[src/rtl/pwm_pdm_pkg.sv]
package pwm_pdm_pkg;
  localparam int WORD_W      = 16;
  localparam int INV_UP_BIT  = 12;
  localparam int INV_DN_BIT  = 13;
  localparam int DENSITY_BIT = 14;
  localparam int STEER_BIT   = 15;
endpackage

[src/rtl/pdm_period_ctr.sv]
module pdm_period_ctr #(
  parameter int CNT_W = 11
) (
  input  logic             clk,
  input  logic             rst,
  output logic [CNT_W-1:0] cnt_o,
  output logic             wrap_o,
  output logic             ovf_o
);
  logic [CNT_W-1:0] cnt_q;
  logic             ovf_q;

  assign wrap_o = &cnt_q;
  assign cnt_o  = cnt_q;
  assign ovf_o  = ovf_q;

  always_ff @(posedge clk) begin
    if (rst) begin
      cnt_q <= '0;
      ovf_q <= 1'b0;
    end else begin
      cnt_q <= cnt_q + 1'b1;
      ovf_q <= wrap_o;
    end
  end

  AST_CNT_STEP: assert property (@(posedge clk) disable iff (rst)
    1'b1 |=> cnt_q == $past(cnt_q) + 1'b1);
  AST_OVF_AT_ZERO: assert property (@(posedge clk) disable iff (rst)
    ovf_q |-> cnt_q == '0);
endmodule

[src/rtl/pdm_channel.sv]
module pdm_channel
  import pwm_pdm_pkg::*;
#(
  parameter int CNT_W = 11
) (
  input  logic              clk,
  input  logic              rst,
  input  logic              cfg_we,
  input  logic [WORD_W-1:0] cfg_word,
  input  logic              load_i,
  input  logic [CNT_W-1:0]  cnt_i,
  input  logic              density_i,
  output logic              up_o,
  output logic              dn_o
);
  logic [WORD_W-1:0] pend_q, act_q;
  logic [CNT_W-1:0]  acc_q;
  logic [CNT_W:0]    sum;
  logic [CNT_W-1:0]  duty;
  logic              pulse, up_n, dn_n, up_q, dn_q;
  logic              unused_bits;

  assign duty        = act_q[CNT_W-1:0];
  assign sum         = {1'b0, acc_q} + {1'b0, duty};
  assign unused_bits = ^act_q[DENSITY_BIT:CNT_W];

  always_comb begin
    pulse = density_i ? sum[CNT_W] : (cnt_i < duty);
    if (duty == '0) begin
      up_n = act_q[INV_UP_BIT];
      dn_n = act_q[INV_DN_BIT];
    end else begin
      up_n = (act_q[STEER_BIT] & pulse) ^ act_q[INV_UP_BIT];
      dn_n = (~act_q[STEER_BIT] & pulse) ^ act_q[INV_DN_BIT];
    end
  end

  always_ff @(posedge clk) begin
    if (rst) begin
      pend_q <= '0;
      act_q  <= '0;
      acc_q  <= '0;
      up_q   <= 1'b0;
      dn_q   <= 1'b0;
    end else begin
      if (cfg_we) pend_q <= cfg_word;
      if (load_i) act_q <= pend_q;
      acc_q <= sum[CNT_W-1:0];
      up_q  <= up_n;
      dn_q  <= dn_n;
    end
  end

  assign up_o = up_q;
  assign dn_o = dn_q;

  AST_HOLD_ACTIVE: assert property (@(posedge clk) disable iff (rst)
    !load_i |=> $stable(act_q));
  AST_STEER_UP: assert property (@(posedge clk) disable iff (rst)
    (duty != '0) && act_q[STEER_BIT] |=> dn_q == $past(act_q[INV_DN_BIT]));
  AST_STEER_DN: assert property (@(posedge clk) disable iff (rst)
    (duty != '0) && !act_q[STEER_BIT] |=> up_q == $past(act_q[INV_UP_BIT]));
  AST_STATIC_LEVEL: assert property (@(posedge clk) disable iff (rst)
    duty == '0 |=> up_q == $past(act_q[INV_UP_BIT]) && dn_q == $past(act_q[INV_DN_BIT]));
endmodule

[src/rtl/pwm_pdm_driver.sv]
module pwm_pdm_driver
  import pwm_pdm_pkg::*;
#(
  parameter int NCH   = 4,
  parameter int CNT_W = 11,
  localparam int CH_W = (NCH > 1) ? $clog2(NCH) : 1
) (
  input  logic              clk,
  input  logic              rst,
  input  logic              cfg_wr,
  input  logic [CH_W-1:0]   cfg_ch,
  input  logic [WORD_W-1:0] cfg_word,
  input  logic              drv_off,
  output logic [NCH-1:0]    up_o,
  output logic [NCH-1:0]    dn_o,
  output logic              ovf_o,
  output logic              oe_o
);
  logic [CNT_W-1:0] cnt;
  logic             wrap;
  logic             dens_pend_q, dens_act_q, oe_q;

  pdm_period_ctr #(.CNT_W(CNT_W)) u_ctr (
    .clk    (clk),
    .rst    (rst),
    .cnt_o  (cnt),
    .wrap_o (wrap),
    .ovf_o  (ovf_o)
  );

  always_ff @(posedge clk) begin
    if (rst) begin
      dens_pend_q <= 1'b0;
      dens_act_q  <= 1'b0;
      oe_q        <= 1'b0;
    end else begin
      if (cfg_wr && cfg_ch == '0) dens_pend_q <= cfg_word[DENSITY_BIT];
      if (wrap) dens_act_q <= dens_pend_q;
      oe_q <= ~drv_off;
    end
  end

  assign oe_o = oe_q;

  for (genvar i = 0; i < NCH; i++) begin : g_ch
    pdm_channel #(.CNT_W(CNT_W)) u_ch (
      .clk       (clk),
      .rst       (rst),
      .cfg_we    (cfg_wr && (cfg_ch == CH_W'(i))),
      .cfg_word  (cfg_word),
      .load_i    (wrap),
      .cnt_i     (cnt),
      .density_i (dens_act_q),
      .up_o      (up_o[i]),
      .dn_o      (dn_o[i])
    );
  end

  AST_MODE_AT_WRAP: assert property (@(posedge clk) disable iff (rst)
    !wrap |=> $stable(dens_act_q));
  AST_OE_FOLLOW: assert property (@(posedge clk) disable iff (rst)
    $rose(drv_off) |=> !oe_o);
endmodule

[config.mk]
export PLATFORM = sky130hd
export DESIGN_NAME = pwm_pdm_driver
export DESIGN_NICKNAME = d
export VERILOG_FILES = /design/src/rtl/pwm_pdm_pkg.sv /design/src/rtl/pdm_period_ctr.sv /design/src/rtl/pdm_channel.sv /design/src/rtl/pwm_pdm_driver.sv
export SDC_FILE = /design/constraint.sdc
export NUM_CORES = 1
export LEC_CHECK = 0
export BUFFER_PORTS_ARGS = -buffer_cell sky130_fd_sc_hd__buf_2
export CAP_MARGIN = 10
export CORE_UTILIZATION = 65
export DETAILED_ROUTE_END_ITERATION = 7
export PLACE_DENSITY = 0.86
export RECOVER_POWER = 50
export SLEW_MARGIN = 20
export SYNTH_ARGS = -nofsm -noshare
export SYNTH_HDL_FRONTEND = slang
export SYNTH_HIERARCHICAL = 1
export SYNTH_SLANG_ARGS = --single-unit
[constraint.sdc]
create_clock -name clk -period 4.3 [get_ports clk]
set_input_delay 0.645 -clock clk [delete_from_list [all_inputs] [get_ports clk]]
set_output_delay 0.645 -clock clk [all_outputs]
set_load 0.005 [all_outputs]
# Yosys cells after proc, flatten, opt, wreduce, memory -nomap -nowiden
# Index checks and enable logic that the tools add are counted.
[op_classes]
n_addsub = 5
muxes = 12
n_reduce_logical = 10
n_bitwise = 21
n_eq_ne = 3
n_lt_le_gt_ge = 4
[ops]
columns = ["cell", "count"]
rows = [
  ["adder 11 x 11 -> 12 bit", 4],
  ["logical NOT 11 bit", 4],
  ["less-than comparator 11 bit", 4],
  ["two-way mux 1 bit", 12],
  ["adder 11 x 1 -> 11 bit (second input constant)", 1],
  ["AND reduction 11 bit", 1],
  ["AND 1 bit", 8],
  ["bitwise XOR 1 bit", 8],
  ["inverter 1 bit", 5],
  ["equality test 2 bit (second input constant)", 2],
  ["logical AND 1 bit", 4],
  ["equality test 2 x 1 -> 1 bit (second input constant)", 1],
  ["logical NOT 2 bit", 1],
]
[totals]
in_bits = 22
register_bits = 195
elab_cells = 80
output_inout_bits = 10

# Logic depth before layout (Yosys ltp)
# Gate-level depths: netlist of the first run.
[depth]
depth_word = 5
ltp_mapped = 9
mapped_depth_nobuf = 9

# Cells and area by module
# The synthesis of the first run kept the hierarchy.
[modules_own_cells]
columns = ["mod", "n_inst", "area_per_inst_um2", "cells_per_inst"]
rows = [
  ["pdm_channel", 4, 2103.3, 224],
  ["pdm_period_ctr", 1, 488.0, 53],
  ["pwm_pdm_driver", 1, 143.9, 14],
]

# Least setup slack after synthesis of the first run
# Ideal clock, no wire load.
[synth_path]
kind = "flip-flop to flip-flop"
from = "register u_ctr.cnt_q[1] (netlist: u_ctr/cnt_o[1])"
to = "register g_ch[0].u_ch.act_q[0]"
path_buffers = 2
required_time_ns = 4.172
synth_period_minus_slack_ns = 2.234
path_stages_with_launch = 9
slack_ns = 2.066
arrival_time_ns = 2.106
path_cell_list = "dfxtp_1 > ha_1 > nand4_1 > nor3_1 > and2_1 > clkbuf_1 > buf_2 > mux2i_1 > nor2_1"
[synth_between]
elab_chain_len = 1
[synth_lines]
columns = ["element", "line", "text"]
rows = [
  ["start: declaration", "pdm_period_ctr.sv:10", "logic [CNT_W-1:0] cnt_q;"],
  ["start signal: assignment", "pdm_period_ctr.sv:22", "cnt_q <= cnt_q + 1'b1;"],
  ["AND reduction 11 bit", "pdm_period_ctr.sv:13", "assign wrap_o = &cnt_q;"],
  ["named net wrap", "pwm_pdm_driver.sv:20", "logic wrap;"],
  ["end signal: assignment", "pdm_channel.sv:47", "if (load_i) act_q <= pend_q;"],
  ["end: declaration", "pdm_channel.sv:16", "logic [WORD_W-1:0] pend_q, act_q;"],
]
# The timed path passes the listed nets, and every way through them passes these cells.
# A chain may end at the register's enable or synchronous reset.

==> results summary, run 1 <==
The number of pins with negative max-slew slack in the final report came to 136. The switching share of power is between 20% and 30%. In the synthesized netlist the dominant register cell turns out to be sky130_fd_sc_hd__dfxtp_1.

The average cell area after synthesis came out at 9.39 µm². The wire length of the first global-routing pass is 32,800 µm. In this run the critical register-to-register path is launched from u_ctr/cnt_o[1]. The peak per-stage delay on the critical path came out at 1.84 ns. The H-tree was split into 4 levels.

The final count of negative-setup-slack endpoints is 0. In this run the standard cell core region covers 0.0134 mm². The total number of yosys warnings came out at 6. The via count came out at around 6,900. The path type of the worst setup path is in -> reg.

The post-synthesis sequential element count came out at 179. The number of top-level design ports came out at 32. The floorplan row count is 42. At the pin with the least slew margin, the transition time is 2.70 ns. The per-cell via count in the routed design came out at 5.90. The number of cell instances on the worst register-to-register path is 6.

TritonCTS built the clock tree. In the final layout, the multi-input gates occupy approximately 0.005 mm². The first-pass iteration count of the detailed router is 4. The area growth from synthesis to layout is 10.2%. The horizontal extent of the die came out at about 120 µm. The global router's overall resource usage is 29.2%. The net load switching power is around 0.76 mW. In this run, CTS created clock tree buffers numbering 17.

The number of global-route vias before repair came out at 6,724. The count of distinct cell types in the synthesized netlist is 50. The number of nets with antenna violations after detailed routing is 0.

The portion of the clock cycle consumed by the worst path in the final layout is roughly three quarters. The utilization of the core after routing came out at about 74%. The count of buffers from port buffering is 30. In this run the cell area of the synthesized design comes to 0.00904 mm². The post-route DRC violation count came out at 0. After synthesis, the share of flip-flops with an asynchronous set or reset is 0%. For the worst-skew pair, the clock arrives at the later sink with an insertion delay of around 0.43 ns. The final setup TNS came out at 0 ns. The final reports fail on max-capacitance violations, max-slew violations. The worst hold path terminates at oe_o. The total grt overflow came out at 0. The sequential-to-total area share from yosys stat is 39.6%.

The hold buffer count at cts came out at 0. The post-synthesis instance total came out at 963. The flow ran to the end, but the final reports show violations. The total number of clock tree sinks is 179. Once detailed placement completed, the half-perimeter wirelength came to 12,800 µm. The top fanout value on the critical path came out at between 100 and 150.

The startpoint class of the critical path is an input port. The max-capacitance violation count came out at 1. The sequential cells in the finished layout cover a total of 0.00358 mm². For this run, the top clock speed supported by timing is 0.308 GHz. In this run the static leakage power is slightly above 4 nW. The effective utilization at floorplan is between 60% and 70%. The final hold violation count is 0. The worst hold path begins at drv_off. The worst hold path passes through 2 cells.

The filler cells instantiated in the layout total 941. The clock network power share came out at 48.0%. The largest individual stage delay along the critical path comes from the cell sky130_fd_sc_hd__clkbuf_2.

The library cell used most frequently in the layout, excluding fill and tap cells, is sky130_fd_sc_hd__dfxtp_1. The violation count after the first detailed-route iteration is 450. In this run, synthesis inferred 0 flip-flops with an integrated enable. Across the VDD grid, the largest voltage drop is ~270 µV. The worst setup path is captured at a register. The share of cells above drive strength 1 is between 10% and 20%. The post-cts resize count came out at 0. The routed length per placed instance came out at 17.3 µm. The die height came out at 120 µm. At the end of the flow, the number of nets in the layout was about 1,100.

The wire length after detailed routing is 20,200 µm. The worst hold-check slack is 0.365 ns. Sequential cells burn a little under half of the power. The capture instance of the worst register-to-register path is g_ch[0].u_ch/act_q[12]. Setup repair after global routing left no endpoint under its margin.

For the worst setup path, the data arrival time is 3.56 ns. Headroom to the max-slew limit came out at -80.3%. Counting every net in the synthesized netlist gives 1,074. The power per standard cell area came out at 364 mW/mm². The maximum root-to-sink buffer count is 2.

The post-CTS setup-driven buffer insertion count is 0. The internal power of the cells is between 2 and 3 mW. The register-to-register setup slack is 1.25 ns. The path class of the tightest hold or removal check is in -> reg. The cell at the root of the clock tree is sky130_fd_sc_hd__clkbuf_16. The congestion estimate from routability-driven global placement came to roughly 0.84. Power comes to around 3.6 mW. Combinational logic is responsible for 4.8% of the overall power. Walking the worst path, the cells encountered are clkbuf_2 -> buf_4 -> nor3_1 -> mux2i_1 -> nand4_1. The worst clock skew on the final layout came out at 0.0100 ns. The post-CTS clock slew at the launch and capture registers of the worst setup and hold paths came out at 0.06 ns. The floorplan step defined a die boundary enclosing 0.0144 mm². The required time reported for the critical path endpoint came out at between 4 and 5 ns.

The count of inserted antenna diode cells is 0. The post-route minimum period is between 3 and 4 ns. The number of antenna violations at the first check in global routing is 0. In the layout the commonest cells are sky130_fd_sc_hd__dfxtp_1 (179), sky130_fd_sc_hd__nor2_1 (156), sky130_fd_sc_hd__mux2i_1 (118), sky130_fd_sc_hd__ha_1 (85). Entering global routing, the biggest net connects approximately 140 pins.
==> stage by stage <==
step | cells | cell area, µm² | worst slack [ns]
finish | 1167 | 9960 | 1.05
global route | 1167 | 9960 | 0.799
CTS | 1166 | 9960 | 1.39
detailed placement | 1135 | 9300 | 1.42
global placement | 1135 | 9300 | 1.48
floorplan | 963 | 9040 | 2.07
==> cell families after synthesis <==
family,count (synthesis),share of synthesized area [%]
buffers and inverters,90,3.85
AND/OR/NAND/NOR,325,17.9
adder cells (fa/ha/maj),89,12.6
multiplexers,123,13.7
flip-flops,179,39.6
AO/OA/AOI/OAI,134,10.1
XOR/XNOR,23,2.23
==> final cells by class <==
class / instances / share of cell area [%]
Tap cell: 176 / 2.21
Multi-Input combinational cell: 694 / 51.3
Inverter: 53 / 2.00
Timing Repair Buffer: 34 / 1.82
Clock inverter: 10 / 2.05
Clock buffer: 21 / 4.62
Sequential cell: 179 / 36.0
==> how the worst max path moves through the flow <==
| stage | from | endpoint | slack (ns) | cells past startpoint |
|---|---|---|---|---|
| after global placement | u_ctr/cnt_o[1] | g_ch[1].u_ch/act_q[6] | 1.48 | 6 |
| final | rst | g_ch[1].u_ch/acc_q[10] | 1.05 | 5 |
| after CTS | u_ctr/cnt_o[1] | g_ch[0].u_ch/act_q[12] | 1.39 | 6 |
| after global routing | rst | g_ch[1].u_ch/acc_q[10] | 0.80 | 5 |
| after detailed placement | u_ctr/cnt_o[1] | g_ch[0].u_ch/act_q[2] | 1.42 | 6 |
| after floorplan | u_ctr/cnt_o[1] | g_ch[0].u_ch/act_q[0] | 2.07 | 8 |
==> flip-flops by register name, summed over array words and instances (netlist names) <==
signal and cells:
g_ch.u_ch/up_o 4, oe_o 1, g_ch.u_ch/pend_q 56, u_ctr/ovf_o 1, g_ch.u_ch/acc_q 44, dens_act_q 1
g_ch.u_ch/dn_o 4, dens_pend_q 1, g_ch.u_ch/act_q 56, u_ctr/cnt_o 11
==> critical path, delay by kind of cell <==
kind	cells	cell delay, ns
buffers and inverters	2	2.44
AND/OR/NAND/NOR	2	0.19
multiplexers	1	0.16
==> power by group through the flow <==
stage | Clock (mW) | Sequential [mW] | Combinational (mW)
finish | 1.74 | 1.71 | 0.175
global placement | 0 | 1.74 | 0.165
floorplan | 0 | 1.74 | 0.119
CTS | 1.76 | 1.71 | 0.173
global route | 1.83 | 1.71 | 0.194
detailed placement | 0 | 1.74 | 0.170
==> cell usage after synthesis (10+ instances only) <==
library cell                 n  area share (%)
sky130_fd_sc_hd__dfxtp_1   179              40
sky130_fd_sc_hd__nor2_1    156             6.5
sky130_fd_sc_hd__mux2i_1   118              13
sky130_fd_sc_hd__ha_1       85              12
sky130_fd_sc_hd__a21oi_1    53             2.9
sky130_fd_sc_hd__inv_1      53             2.2
sky130_fd_sc_hd__nand2_1    32             1.3
sky130_fd_sc_hd__nor3_1     29             1.6
sky130_fd_sc_hd__nor2b_1    26             1.8
sky130_fd_sc_hd__clkbuf_1   24             1.0
sky130_fd_sc_hd__o21ai_0    23             1.3
sky130_fd_sc_hd__xnor2_1    13             1.3
sky130_fd_sc_hd__xor2_1     10            0.97
==> per-layer routing <==
metal | part of all wire (%) | track usage [%]
met4 | 3.0 | 13.5
met5 | 0 | 0
met3 | 3.5 | 5.70
met1 | 45 | 36.1
met2 | 49 | 48.8
No activity file was read; power rests on OpenSTA's default activity.
==> run 2, diff against run 1 <==
--- a/config.mk
+++ b/config.mk
@@ -5,11 +5,12 @@
 export SDC_FILE = /design/constraint.sdc
 export NUM_CORES = 1
 export LEC_CHECK = 0
+export ABC_AREA = 1
 export BUFFER_PORTS_ARGS = -buffer_cell sky130_fd_sc_hd__buf_2
 export CAP_MARGIN = 10
-export CORE_UTILIZATION = 65
+export CORE_UTILIZATION = 56
 export DETAILED_ROUTE_END_ITERATION = 7
-export PLACE_DENSITY = 0.86
+export PLACE_DENSITY = 0.79
 export RECOVER_POWER = 50
 export SLEW_MARGIN = 20
 export SYNTH_ARGS = -nofsm -noshare
==> constraint.sdc (replaced) <==
create_clock -name clk -period 2.6 [get_ports clk]
set_input_delay 0.39 -clock clk [delete_from_list [all_inputs] [get_ports clk]]
set_output_delay 0.39 -clock clk [all_outputs]
set_load 0.005 [all_outputs]
==> run 2 against run 1 <==
The flow now finishes without violations. Clock skew down 0.0018 ns. Critical path depth fell by 1. Synthesized cell count increased by 30%. Area after synthesis grew 3.3%. Design area up 2.5%. Sequential power is 64% higher. Sequential cell count unchanged. Critical path type unchanged. Largest cell class unchanged. Highest routed layer unchanged.
==> results summary, run 2 <==
The horizontal extent of the die is 131 µm (+9.3%). The leakage power total is 4.59 nW (+14%). The power per standard cell area came out at 539 mW/mm² (+48%). Setup repair after global routing left no endpoint under its margin. The floorplan row count is 46 (+9.5%).

The post-CTS clock slew at the launch and capture registers of the worst setup and hold paths came out at 0.07 ns (about the same). The final critical path takes up 77.5% of the cycle. The pin slew with the least headroom to its limit was 1.08 ns (-1.63 ns). The post-route minimum period came out at 2.01 ns.

The last weighted congestion value of the routability-driven placer came out at 0.819 (-3.0%). STA classifies the critical path startpoint as an input port. The required time reported for the critical path endpoint is 2.90 ns (-1.71 ns). The total number of clock tree sinks is 179 (unchanged).

The relative max-transition margin is 28.2% (+110 points). The sequential-to-total area share from yosys stat came out at 38.4% (-1.2 points). Counting instances in the post-synthesis netlist gives the leading cell types as sky130_fd_sc_hd__nor2_1 (204), sky130_fd_sc_hd__dfxtp_1 (179), sky130_fd_sc_hd__nand2_1 (169), sky130_fd_sc_hd__inv_1 (156), sky130_fd_sc_hd__o21ai_0 (131). The run finished with clean final reports. The xor and xnor fraction of the mapped netlist area is 0.375% (-1.9 points).

The net count of the finished layout came out at 1,398 (+28%). For this design, the slowest cell found on the critical path is sky130_fd_sc_hd__clkbuf_1. The wire length of the first global-routing pass is 34,400 µm (+4.9%). The signal on the critical path passes through clkbuf_1 -> inv_1 -> o21ai_0 -> a21oi_1. The HPWL after detailed placement came out at 14,600 µm (+14%). The top fanout value on the critical path came out at 38 (-72%).

The critical path in this run is classified as in -> reg. The post-synthesis mux area share came out at 0% (-14 points). The termination of the worst setup path is g_ch[3].u_ch/act_q[1]. The final setup TNS came out at 0 ns (unchanged).

The count of filler cells inserted in the layout is 1,388 (+48%). The hold buffer count at cts is 0 (unchanged). The worst hold path belongs to the class in -> reg. The H-tree depth came to 4 (unchanged).

The post-synthesis instance total came out at 1,255 (+30%). The post-cts resize count came out at 0 (unchanged). The wire length after detailed routing came out at 20,800 µm (+3.2%).

The area fraction in and, or, nand and nor cells after synthesis came to 23.6% (+5.7 points). The post-CTS setup-driven buffer insertion count came out at 0 (unchanged). The area of the die came to 0.0172 mm² (+20%). Sorting the synthesized cells by area gives the leading types as sky130_fd_sc_hd__dfxtp_1 (38%), sky130_fd_sc_hd__ha_1 (11%), sky130_fd_sc_hd__nor2_1 (8.2%). In the final layout, the registers with the most flip-flops are g_ch.u_ch/act_q: 56 flops, g_ch.u_ch/pend_q: 56 flops, g_ch.u_ch/acc_q: 44 flops. The startpoint of the most critical hold path is drv_off. The maximum number of pins on one net before global-route repair is 39 (-71%). The worst clock skew on the final layout came out at 0.00822 ns (-0.00180 ns). The mapped cell area is 0.00934 mm² (+3.3%). The total grt overflow is 0 (unchanged). In this run the worst setup path begins at rst.

The die height was 131 µm (+9.3%). The largest vdd supply drop is 447 µV (+65%). The synthesized net count came out at 1,366 (+27%). The commonest non-fill, non-tap cell in the layout is sky130_fd_sc_hd__nor2_1. The first-pass iteration count of the detailed router came out at 5 (+1). TritonCTS built the clock tree.

The count of inserted antenna diode cells came out at 0 (unchanged). The area of all sequential standard cells is 0.00358 mm² (unchanged). The number of pins with negative max-slew slack in the final report was 0 (-100%).

By area, the combinational part of the netlist is dominated by simple AND/OR/NAND/NOR gates. The placeable core region came to 0.0161 mm² (+20%). The tree is rooted in a sky130_fd_sc_hd__clkbuf_16. The number of cell instances on the worst register-to-register path came out at 8 (+2). The overall power consumption came to 5.51 mW (+52%). The share of cells above drive strength 1 came to 11.2% (-0.071 points). The global router's overall resource usage is 24.9% (-4.4 points). By instance count, the leading cell after synthesis is sky130_fd_sc_hd__nor2_1. The proportion of netlist area held by the largest area contributor is 38.4% (-1.2 points).

The synthesized design spends more area on one cell type than any other, namely sky130_fd_sc_hd__dfxtp_1. The via count is 8,106 (+18%). The share of flip-flops with an asynchronous set or reset is 0% (unchanged).

The post-route DRC violation count came to 0 (unchanged). The maximum root-to-sink buffer count came out at 2 (unchanged). The routed length per placed instance came out at 13.7 µm (-21%). The timing-limited maximum frequency came out at 0.496 GHz. The multi-input gate area in the final layout is 0.00491 mm² (-4.0%).

The final hold violation count came out at 0 (unchanged). The count of buffers from port buffering came to 30 (unchanged). The worst-skew pair later-pin latency is 0.43 ns (about the same). The adder and majority gate portion of the synthesized area is 12.2% (-0.40 points). The number of top-level design ports is 32 (unchanged).

The peak per-stage delay on the critical path was 0.78 ns (-1.06 ns). The average cell area after synthesis is 7.44 µm² (-21%). The number of buffers created by CTS is 17 (unchanged). The number of antenna violations at the first check in global routing was 0 (unchanged). The register-to-register setup slack came out at 0.66 ns (-0.59 ns). Among all flip-flop cells after synthesis, the most frequent one is sky130_fd_sc_hd__dfxtp_1. The number of global-route vias before repair is 7,246 (+7.8%). The utilization of the core after routing came out at 63.6% (-11 points). The number of standard cells in the layout, taps in and fillers out is 1,516 (+30%). The effective utilization at floorplan came out at 58.2% (-9.3 points).

The number of cells in the design after placement came out at 1,484 (+31%). The number of nets with antenna violations after detailed routing is 0 (unchanged). The count of distinct cell types in the synthesized netlist came out at 34 (-32%). The area growth from synthesis to layout is 9.41%.

The share of the synthesized area in compound gates (AO/OA/AOI/OAI) is 16.4% (+6.4 points). The per-cell via count in the routed design came to 5.35 (-9.4%). The total number of yosys warnings was 6 (unchanged). The endpoint identified for the worst register-to-register timing path is g_ch[0].u_ch/act_q[0]. The number of synthesized flops with an enable pin came to 0 (unchanged).

The max-capacitance violation count came out at 0 (-1). The final count of negative-setup-slack endpoints is 0 (unchanged). The post-synthesis sequential element count is 179 (unchanged). Leaving out fill and tap cells, the most frequent cells in the layout are sky130_fd_sc_hd__nor2_1 (205), sky130_fd_sc_hd__dfxtp_1 (179), sky130_fd_sc_hd__nand2_1 (169), sky130_fd_sc_hd__inv_1 (159), sky130_fd_sc_hd__o21ai_0 (131).

The worst register-to-register path begins at u_ctr/cnt_o[3]. The violation count after the first detailed-route iteration is 459 (+2.0%). The endpoint arrival time on the critical path came out at 2.32 ns (-1.24 ns). STA classifies the critical path endpoint as a register.
-- run 2: cell types whose count changed after synthesis, sizes merged, moves of 30 or more --
cell and delta:
inv +115, o21ai +120, nor2 +62, nand3 +30, a21oi +62, mux2i -118, nand2 +160
-- run 2: power breakdown --
part	switching [mW]	internal, mW	leakage [nW]
Combinational	0.190	0.0850	2.88
Clock	1.13	1.29	0.265
Sequential	0.0236	2.79	1.45
Total	1.34	4.17	4.59
-- run 2: routing by layer --
metal / vias up / wire length [µm] / GRT usage (%)
li1: 4169 / - / -
met1: 3686 / 9590 / 33.2
met2: 226 / 9510 / 40.4
met3: 25 / 1410 / 4.40
met4: 0 / 282 / 8.24
met5: - / 0 / 0
-- run 2: logic make-up after synthesis --
logic type                 Yosys count
AOI/OAI and AO/OA                  287
xor gates and xnor gates             4
adders and majority gates           89
buffers and inverters              204
DFF                                179
and+or+nand+nor                    492
-- run 2: metrics by stage --
| step | cell area, µm² | setup WS, ns | hold WS, ns |
|---|---|---|---|
| final | 10200 | 0.586 | 0.104 |
| after global routing | 10200 | 0.338 | 0.112 |
| after CTS | 10200 | 0.682 | 0.0954 |
| after detailed placement | 9680 | 0.708 | 0.444 |
| after global placement | 9680 | 0.758 | 0.440 |
| after floorplan | 9340 | 0.833 | 0.423 |
-- run 2: how the worst min path moves through the flow --
stage                      end  depth (start not counted)
floorplan           dens_act_q                          2
global placement    dens_act_q                          2
detailed placement  dens_act_q                          2
CTS                       oe_o                          2
global route              oe_o                          2
finish                    oe_o                          2
-- run 2: area by class of cell --
class,count,area share (%)
clock buffers,20,4.47
inverters,172,6.32
flip-flops and latches,179,35.1
repair buffers,45,2.46
well taps,216,2.65
multi-input cells,872,48.1
clock inverters,12,0.955
-- run 2: critical path: cells and delay by family --
kind / cells / cell delay, ns
buffers and inverters: 2 / 1.53
AOI/OAI and AO/OA: 2 / 0.39
